$ cat src/rtl/vtp_pkg.sv
`timescale 1ns/1ps
package vtp_pkg;
   typedef enum logic {
      SEL_LO = 1'b0,
      SEL_HI = 1'b1
   } vtp_sel_e;

   typedef enum int {
      SPREAD_CONTIG  = 0,
      SPREAD_BITREV  = 1
   } vtp_spread_e;
endpackage

$ cat src/rtl/vtp_regs.sv
`timescale 1ns/1ps
module vtp_regs #(
   parameter int COARSE_W = 7,
   parameter int FINE_W   = 7,
   parameter int BUS_W    = 8
) (
   input  logic                       clk,
   input  logic                       rst_n,
   input  logic                       wr_en,
   input  logic                       wr_sel,
   input  logic [BUS_W-1:0]           wr_data,
   input  logic                       commit,
   output logic                       en_o,
   output logic [COARSE_W+FINE_W-1:0] act_o
);
   localparam int VAL_W  = COARSE_W + FINE_W;
   localparam int EN_BIT = BUS_W - 1;

   logic [FINE_W-1:0] lo_q;
   logic [VAL_W-1:0]  pend_q;
   logic [VAL_W-1:0]  act_q;
   logic              pflag_q;
   logic              en_q;
   logic              lo_wr;
   logic              hi_wr;
   logic [VAL_W-1:0]  new_val;

   always_comb begin
      lo_wr   = wr_en && (wr_sel == vtp_pkg::SEL_LO);
      hi_wr   = wr_en && (wr_sel == vtp_pkg::SEL_HI);
      new_val = {wr_data[COARSE_W-1:0], lo_q};
   end

   always_ff @(posedge clk) begin
      if (!rst_n) begin
         lo_q    <= '0;
         pend_q  <= '0;
         act_q   <= '0;
         pflag_q <= 1'b0;
         en_q    <= 1'b0;
      end else begin
         if (lo_wr) begin
            lo_q <= wr_data[FINE_W-1:0];
         end
         if (hi_wr) begin
            en_q   <= wr_data[EN_BIT];
            pend_q <= new_val;
         end
         if (hi_wr && !en_q) begin
            act_q   <= new_val;
            pflag_q <= 1'b0;
         end else begin
            if (commit && pflag_q) begin
               act_q <= pend_q;
            end
            if (hi_wr) begin
               pflag_q <= 1'b1;
            end else if (commit) begin
               pflag_q <= 1'b0;
            end
         end
      end
   end

   assign en_o  = en_q;
   assign act_o = act_q;
endmodule

$ cat src/rtl/vtp_timebase.sv
`timescale 1ns/1ps
module vtp_timebase #(
   parameter int COARSE_W = 7,
   parameter int FINE_W   = 7
) (
   input  logic                clk,
   input  logic                rst_n,
   input  logic                en,
   input  logic                tick_en,
   output logic [COARSE_W-1:0] phase_o,
   output logic [FINE_W-1:0]   frame_o,
   output logic                wrap_o
);
   localparam logic [COARSE_W-1:0] PH_LAST = {COARSE_W{1'b1}};

   logic [COARSE_W-1:0] phase_q;
   logic [FINE_W-1:0]   frame_q;
   logic                wrap;

   assign wrap = en && tick_en && (phase_q == PH_LAST);

   always_ff @(posedge clk) begin
      if (!rst_n || !en) begin
         phase_q <= '0;
         frame_q <= '0;
      end else if (tick_en) begin
         phase_q <= phase_q + 1'b1;
         if (wrap) begin
            frame_q <= frame_q + 1'b1;
         end
      end
   end

   assign phase_o = phase_q;
   assign frame_o = frame_q;
   assign wrap_o  = wrap;
endmodule

$ cat src/rtl/vtp_shaper.sv
`timescale 1ns/1ps
module vtp_shaper #(
   parameter int COARSE_W = 7,
   parameter int FINE_W   = 7,
   parameter int SPREAD   = 1
) (
   input  logic                       en,
   input  logic [COARSE_W-1:0]        phase,
   input  logic [FINE_W-1:0]          frame,
   input  logic [COARSE_W+FINE_W-1:0] act,
   output logic                       pwm
);
   localparam int VAL_W = COARSE_W + FINE_W;

   logic [FINE_W-1:0]   order;
   logic [COARSE_W-1:0] base;
   logic [FINE_W-1:0]   fine;
   logic                ext;
   logic [COARSE_W:0]   limit;

   generate
      if (SPREAD == vtp_pkg::SPREAD_BITREV) begin : g_rev
         for (genvar i = 0; i < FINE_W; i++) begin : g_bit
            assign order[i] = frame[FINE_W-1-i];
         end
      end else begin : g_lin
         assign order = frame;
      end
   endgenerate

   always_comb begin
      base  = act[VAL_W-1:FINE_W];
      fine  = act[FINE_W-1:0];
      ext   = (order < fine);
      limit = {1'b0, base} + {{COARSE_W{1'b0}}, ext};
      pwm   = en && ({1'b0, phase} < limit);
   end
endmodule

$ cat src/rtl/vtp_tuning_pwm.sv
`timescale 1ns/1ps
module vtp_tuning_pwm #(
   parameter int COARSE_W = 7,
   parameter int FINE_W   = 7,
   parameter int BUS_W    = 8,
   parameter int SPREAD   = 1
) (
   input  logic             clk,
   input  logic             rst_n,
   input  logic             tick_en,
   input  logic             wr_en,
   input  logic             wr_sel,
   input  logic [BUS_W-1:0] wr_data,
   output logic             pwm_out
);
   localparam int VAL_W = COARSE_W + FINE_W;

   generate
      if (COARSE_W < 1 || FINE_W < 1) begin : g_bad_w
         $error("vtp_tuning_pwm: field widths must be positive");
      end
      if (COARSE_W + 1 > BUS_W || FINE_W > BUS_W) begin : g_bad_bus
         $error("vtp_tuning_pwm: fields do not fit the bus byte");
      end
      if (SPREAD != 0 && SPREAD != 1) begin : g_bad_sp
         $error("vtp_tuning_pwm: SPREAD must be 0 or 1");
      end
   endgenerate

   logic                en_w;
   logic [VAL_W-1:0]    act_w;
   logic [COARSE_W-1:0] phase_w;
   logic [FINE_W-1:0]   frame_w;
   logic                wrap_w;

   vtp_regs #(.COARSE_W(COARSE_W), .FINE_W(FINE_W), .BUS_W(BUS_W)) u_regs (
      .clk     (clk),
      .rst_n   (rst_n),
      .wr_en   (wr_en),
      .wr_sel  (wr_sel),
      .wr_data (wr_data),
      .commit  (wrap_w),
      .en_o    (en_w),
      .act_o   (act_w)
   );

   vtp_timebase #(.COARSE_W(COARSE_W), .FINE_W(FINE_W)) u_tb (
      .clk     (clk),
      .rst_n   (rst_n),
      .en      (en_w),
      .tick_en (tick_en),
      .phase_o (phase_w),
      .frame_o (frame_w),
      .wrap_o  (wrap_w)
   );

   vtp_shaper #(.COARSE_W(COARSE_W), .FINE_W(FINE_W), .SPREAD(SPREAD)) u_shape (
      .en    (en_w),
      .phase (phase_w),
      .frame (frame_w),
      .act   (act_w),
      .pwm   (pwm_out)
   );
endmodule

$ cat config.mk
export PLATFORM = sky130hd
export DESIGN_NAME = vtp_tuning_pwm
export DESIGN_NICKNAME = d
export VERILOG_FILES = /design/src/rtl/vtp_pkg.sv /design/src/rtl/vtp_regs.sv /design/src/rtl/vtp_timebase.sv /design/src/rtl/vtp_shaper.sv /design/src/rtl/vtp_tuning_pwm.sv
export SDC_FILE = /design/constraint.sdc
export NUM_CORES = 1
export LEC_CHECK = 0
export ABC_CLOCK_PERIOD_IN_PS = 8550
export BUFFER_PORTS_ARGS = -buffer_cell sky130_fd_sc_hd__buf_2
export CAP_MARGIN = 15
export CORE_MARGIN = 2
export CORE_UTILIZATION = 65
export CTS_CLUSTER_DIAMETER = 30
export DETAILED_ROUTE_END_ITERATION = 7
export GPL_TIMING_DRIVEN = 0
export MAX_ROUTING_LAYER = met4
export PLACE_DENSITY = 0.91
export REMOVE_ABC_BUFFERS = 1
export SLEW_MARGIN = 20
export SYNTH_ARGS = -nofsm -noshare
export SYNTH_HDL_FRONTEND = slang
export SYNTH_SLANG_ARGS = --single-unit
$ cat constraint.sdc
create_clock -name clk -period 8.55 [get_ports clk]
set_input_delay 1.2825 -clock clk [delete_from_list [all_inputs] [get_ports clk]]
set_output_delay 1.2825 -clock clk [all_outputs]
set_load 0.02 [all_outputs]
==> results.tsv <==
stage	metric	value	unit
run_status	status	finished, final reports clean	
place	dpl.hpwl	3480	um
clocking	clk_pin_slew	100	ps
clocking	clk_latency	320	ps
route	viasPerCell	5.80	
hold_path	hold_start	u_regs.pend_q[1]	
timing	min_period_over_period	52.8	%
pwr	fin_total_pwr	0.437	mW
yosys	syn_avg_cell_area	9.11	um2
hold_path	holdPathStages	2	
pwr	powerDensity	160	nW/um2
route	drt_iter0_markers	56	
global_routing	track_usage	25.5	%
route	first_pass_iters	4	
setup_path	endpoint_kind	output pin	
yosys	ys.flop_type	dfxtp_1	
floorplanning	core	3740	um2
global_routing	grt_pass1_vias	1934	
clocking	cts_resized	0	
finish	final_nets	319	
timing	max_freq	222	MHz
route	via_count	1967	
floorplanning	design.portCount	14	
clocking	cts.htree.levels	2	
floorplanning	die_h	67.1	um
clocking	numClockSinks	51	
global_routing	grt_pass1_wl	8370	um
finish	drive_gt1_share	8.93	%
yosys	synth-edff-count	0	
setup_path	path_cells	inv_1, ha_1, a21o_1, a31oi_1, o21ai_0, a31oi_1, ha_1, nand4_1, nor2_1, xnor2_1, ha_1, a21oi_1, nand2_1, a41o_1, a21oi_1, buf_2	
yosys	netlist_area	2590	um2
timing	fin_crit	4510	ps
finish	antenna_cells	0	
clocking	cts_hold_buf	0	
yosys	async_flop_share	0	%
yosys	synthAdderAreaFrac	7.74	%
yosys	seq_area_frac_synth	39.5	%
timing	tns	0	ps
timing	rsz0062_at_grt	no	
clocking	cts_tree	yes	
pwr	peakVddDrop	0.129	mV
setup_path	crit_slowest_cell	dfxtp_1	
yosys	synth_top_family_by_area	simple AND/OR/NAND/NOR gates	
route	antenna_left	0	
yosys	ys_types	37	
place	port_buffers	13	
setup_path	critPathArrivalTime	3230	ps
finish	stdcell_area	2730	um2
place	gp_congestion	0.766	
floorplanning	rows	22	
finish	layout_commonest_cell	nand2_1	
place	postPlaceCellArea	2640	um2
clocking	cts_setup_buffers	0	
yosys	synth-seq-cells	51	
yosys	synthCells	284	
hold_path	hold_path.class	flop to flop	
setup_path	critPathLaunchType	flop	
hold_path	hold_end	u_regs.pend_q[1]	
floorplanning	dieArea	4500	um2
yosys	synth_compound_area_share	15.7	%
timing	slew_violations	0	
finish	n_fill_cell	312	
route	drc	0	
pwr	p_leak	1.20	nW
route	wl_per_cell	14.3	um
timing	skew	7.00	ps
setup_path	crit_top_cell	ha_1	
clocking	numCtsBuffers	5	
yosys	ys_warn_count	0	
setup_path	r2r-end	u_regs.act_o[2]	
floorplanning	start_util	69.1	%
setup_path	r2r_setup_slack	6130	ps
global_routing	grt-ovfl-total	0	
job	maxCapViolCount	0	
finish	final_cells	339	
setup_path	critPathKind	flop to output pin	
floorplanning	die_width	67.1	um
setup_path	worstPathMaxFanout	3	
setup_path	slowest_delay	330	ps
global_routing	antenna_found_initial	0	
setup_path	required	7270	ps
setup_path	timing.rr.start	u_tb.phase_o[0]	
clocking	cts_root_buf	clkbuf_8	
yosys	yosys.area_share.simple	20.4	%
place	dp.cells	331	
timing	relSlewSlack	41.6	%
finish	final_util	72.9	%
clocking	clk_path_buf_depth	2	
finish	layout_common_cells	nand2_1 (55), dfxtp_1 (51), nor2_1 (18), mux2i_1 (18), a21boi_0 (18)	
setup_path	ff2ff_path_depth	5	
global_routing	grt_max_degree	39	
yosys	synth_xor_area_share	5.42	%
timing	hold_viol_final	0	
yosys	muxShareOfSynthArea	6.96	%
timing	max_slew.worst_pin.slew	874	ps
route	wl	4860	um
timing	setup_viol	0	
finish	area_growth_syn_to_layout	5.51	%
-- worst max path at each step --
stage | startpoint | end | slack, ps | cells past startpoint
finish | u_regs.act_o[2] | pwm_out | 4040 | 16
global route | u_tb.frame_o[4] | pwm_out | 3650 | 15
CTS | u_regs.act_o[2] | pwm_out | 4040 | 16
detailed placement | u_regs.act_o[2] | pwm_out | 4400 | 16
global placement | u_regs.act_o[2] | pwm_out | 4460 | 16
floorplan | u_regs.act_o[2] | pwm_out | 4570 | 15
-- routing by layer --
metal / up-vias / routed length, um / share of wire, % / track usage [%]
met5: - / 0 / 0 / -
met4: 0 / 101 / 2.1 / 10.7
met3: 9 / 117 / 2.4 / 4.56
met2: 25 / 2400 / 49 / 45.0
met1: 948 / 2240 / 46 / 27.9
li1: 985 / - / - / -
-- kinds of logic (layout without fill, tap and decap cells) --
family,count (synthesis),count (layout)
simple gates,106,106
mux,18,18
xor+xnor,16,16
compound gates,52,52
fa+ha+maj,16,16
flops,51,51
buf+inv,25,32
-- metrics by stage --
step | setup slack (ps) | hold WS (ps)
after floorplan | 4570 | 439
after global placement | 4460 | 450
after detailed placement | 4400 | 458
after CTS | 4040 | 472
after global routing | 3650 | 500
final | 4040 | 470
-- layout make-up --
class                           instances  area, um2  area share [%]
Sequential cell                        51       1020            37.4
Tap cell                               48       60.1            2.20
Timing Repair Buffer                   13       65.1            2.38
Multi-Input combinational cell        208       1450            53.2
Inverter                               11       41.3            1.51
Clock inverter                          2       17.5           0.642
Clock buffer                            6       72.6            2.66
-- synth_stat cells, drive strengths merged (8+ instances only) --
library cell	number	area [um2]
a21boi	18	135
buf	8	50.0
dfxtp	51	1020
ha	16	200
inv	11	41.3
mux2i	18	180
nand2	55	206
nor2	19	78.8
nor2b	9	56.3
o211a	10	100
xnor2	12	105
-- flip-flops by register name (all words and copies together), names as in the netlist --
signal          count
u_regs.pflag_q      1
u_tb.phase_o        7
u_regs.lo_q         7
u_tb.frame_o        7
u_regs.pend_q      14
u_regs.en_o         1
u_regs.act_o       14
-- power breakdown --
part | switching (mW) | internal (mW)
Clock | 0.0838 | 0.0589
Sequential | 0.00640 | 0.245
Combinational | 0.0233 | 0.0195
-- worst max-delay path, delay by kind of cell (launching register included) --
family / cells / cell delay [ps]
compound gates: 7 / 1010
fa+ha+maj: 3 / 810
simple gates: 3 / 350
flops: 1 / 330
buf+inv: 2 / 250
xor+xnor: 1 / 140
Note: power is estimated with default switching activity, not from simulation.
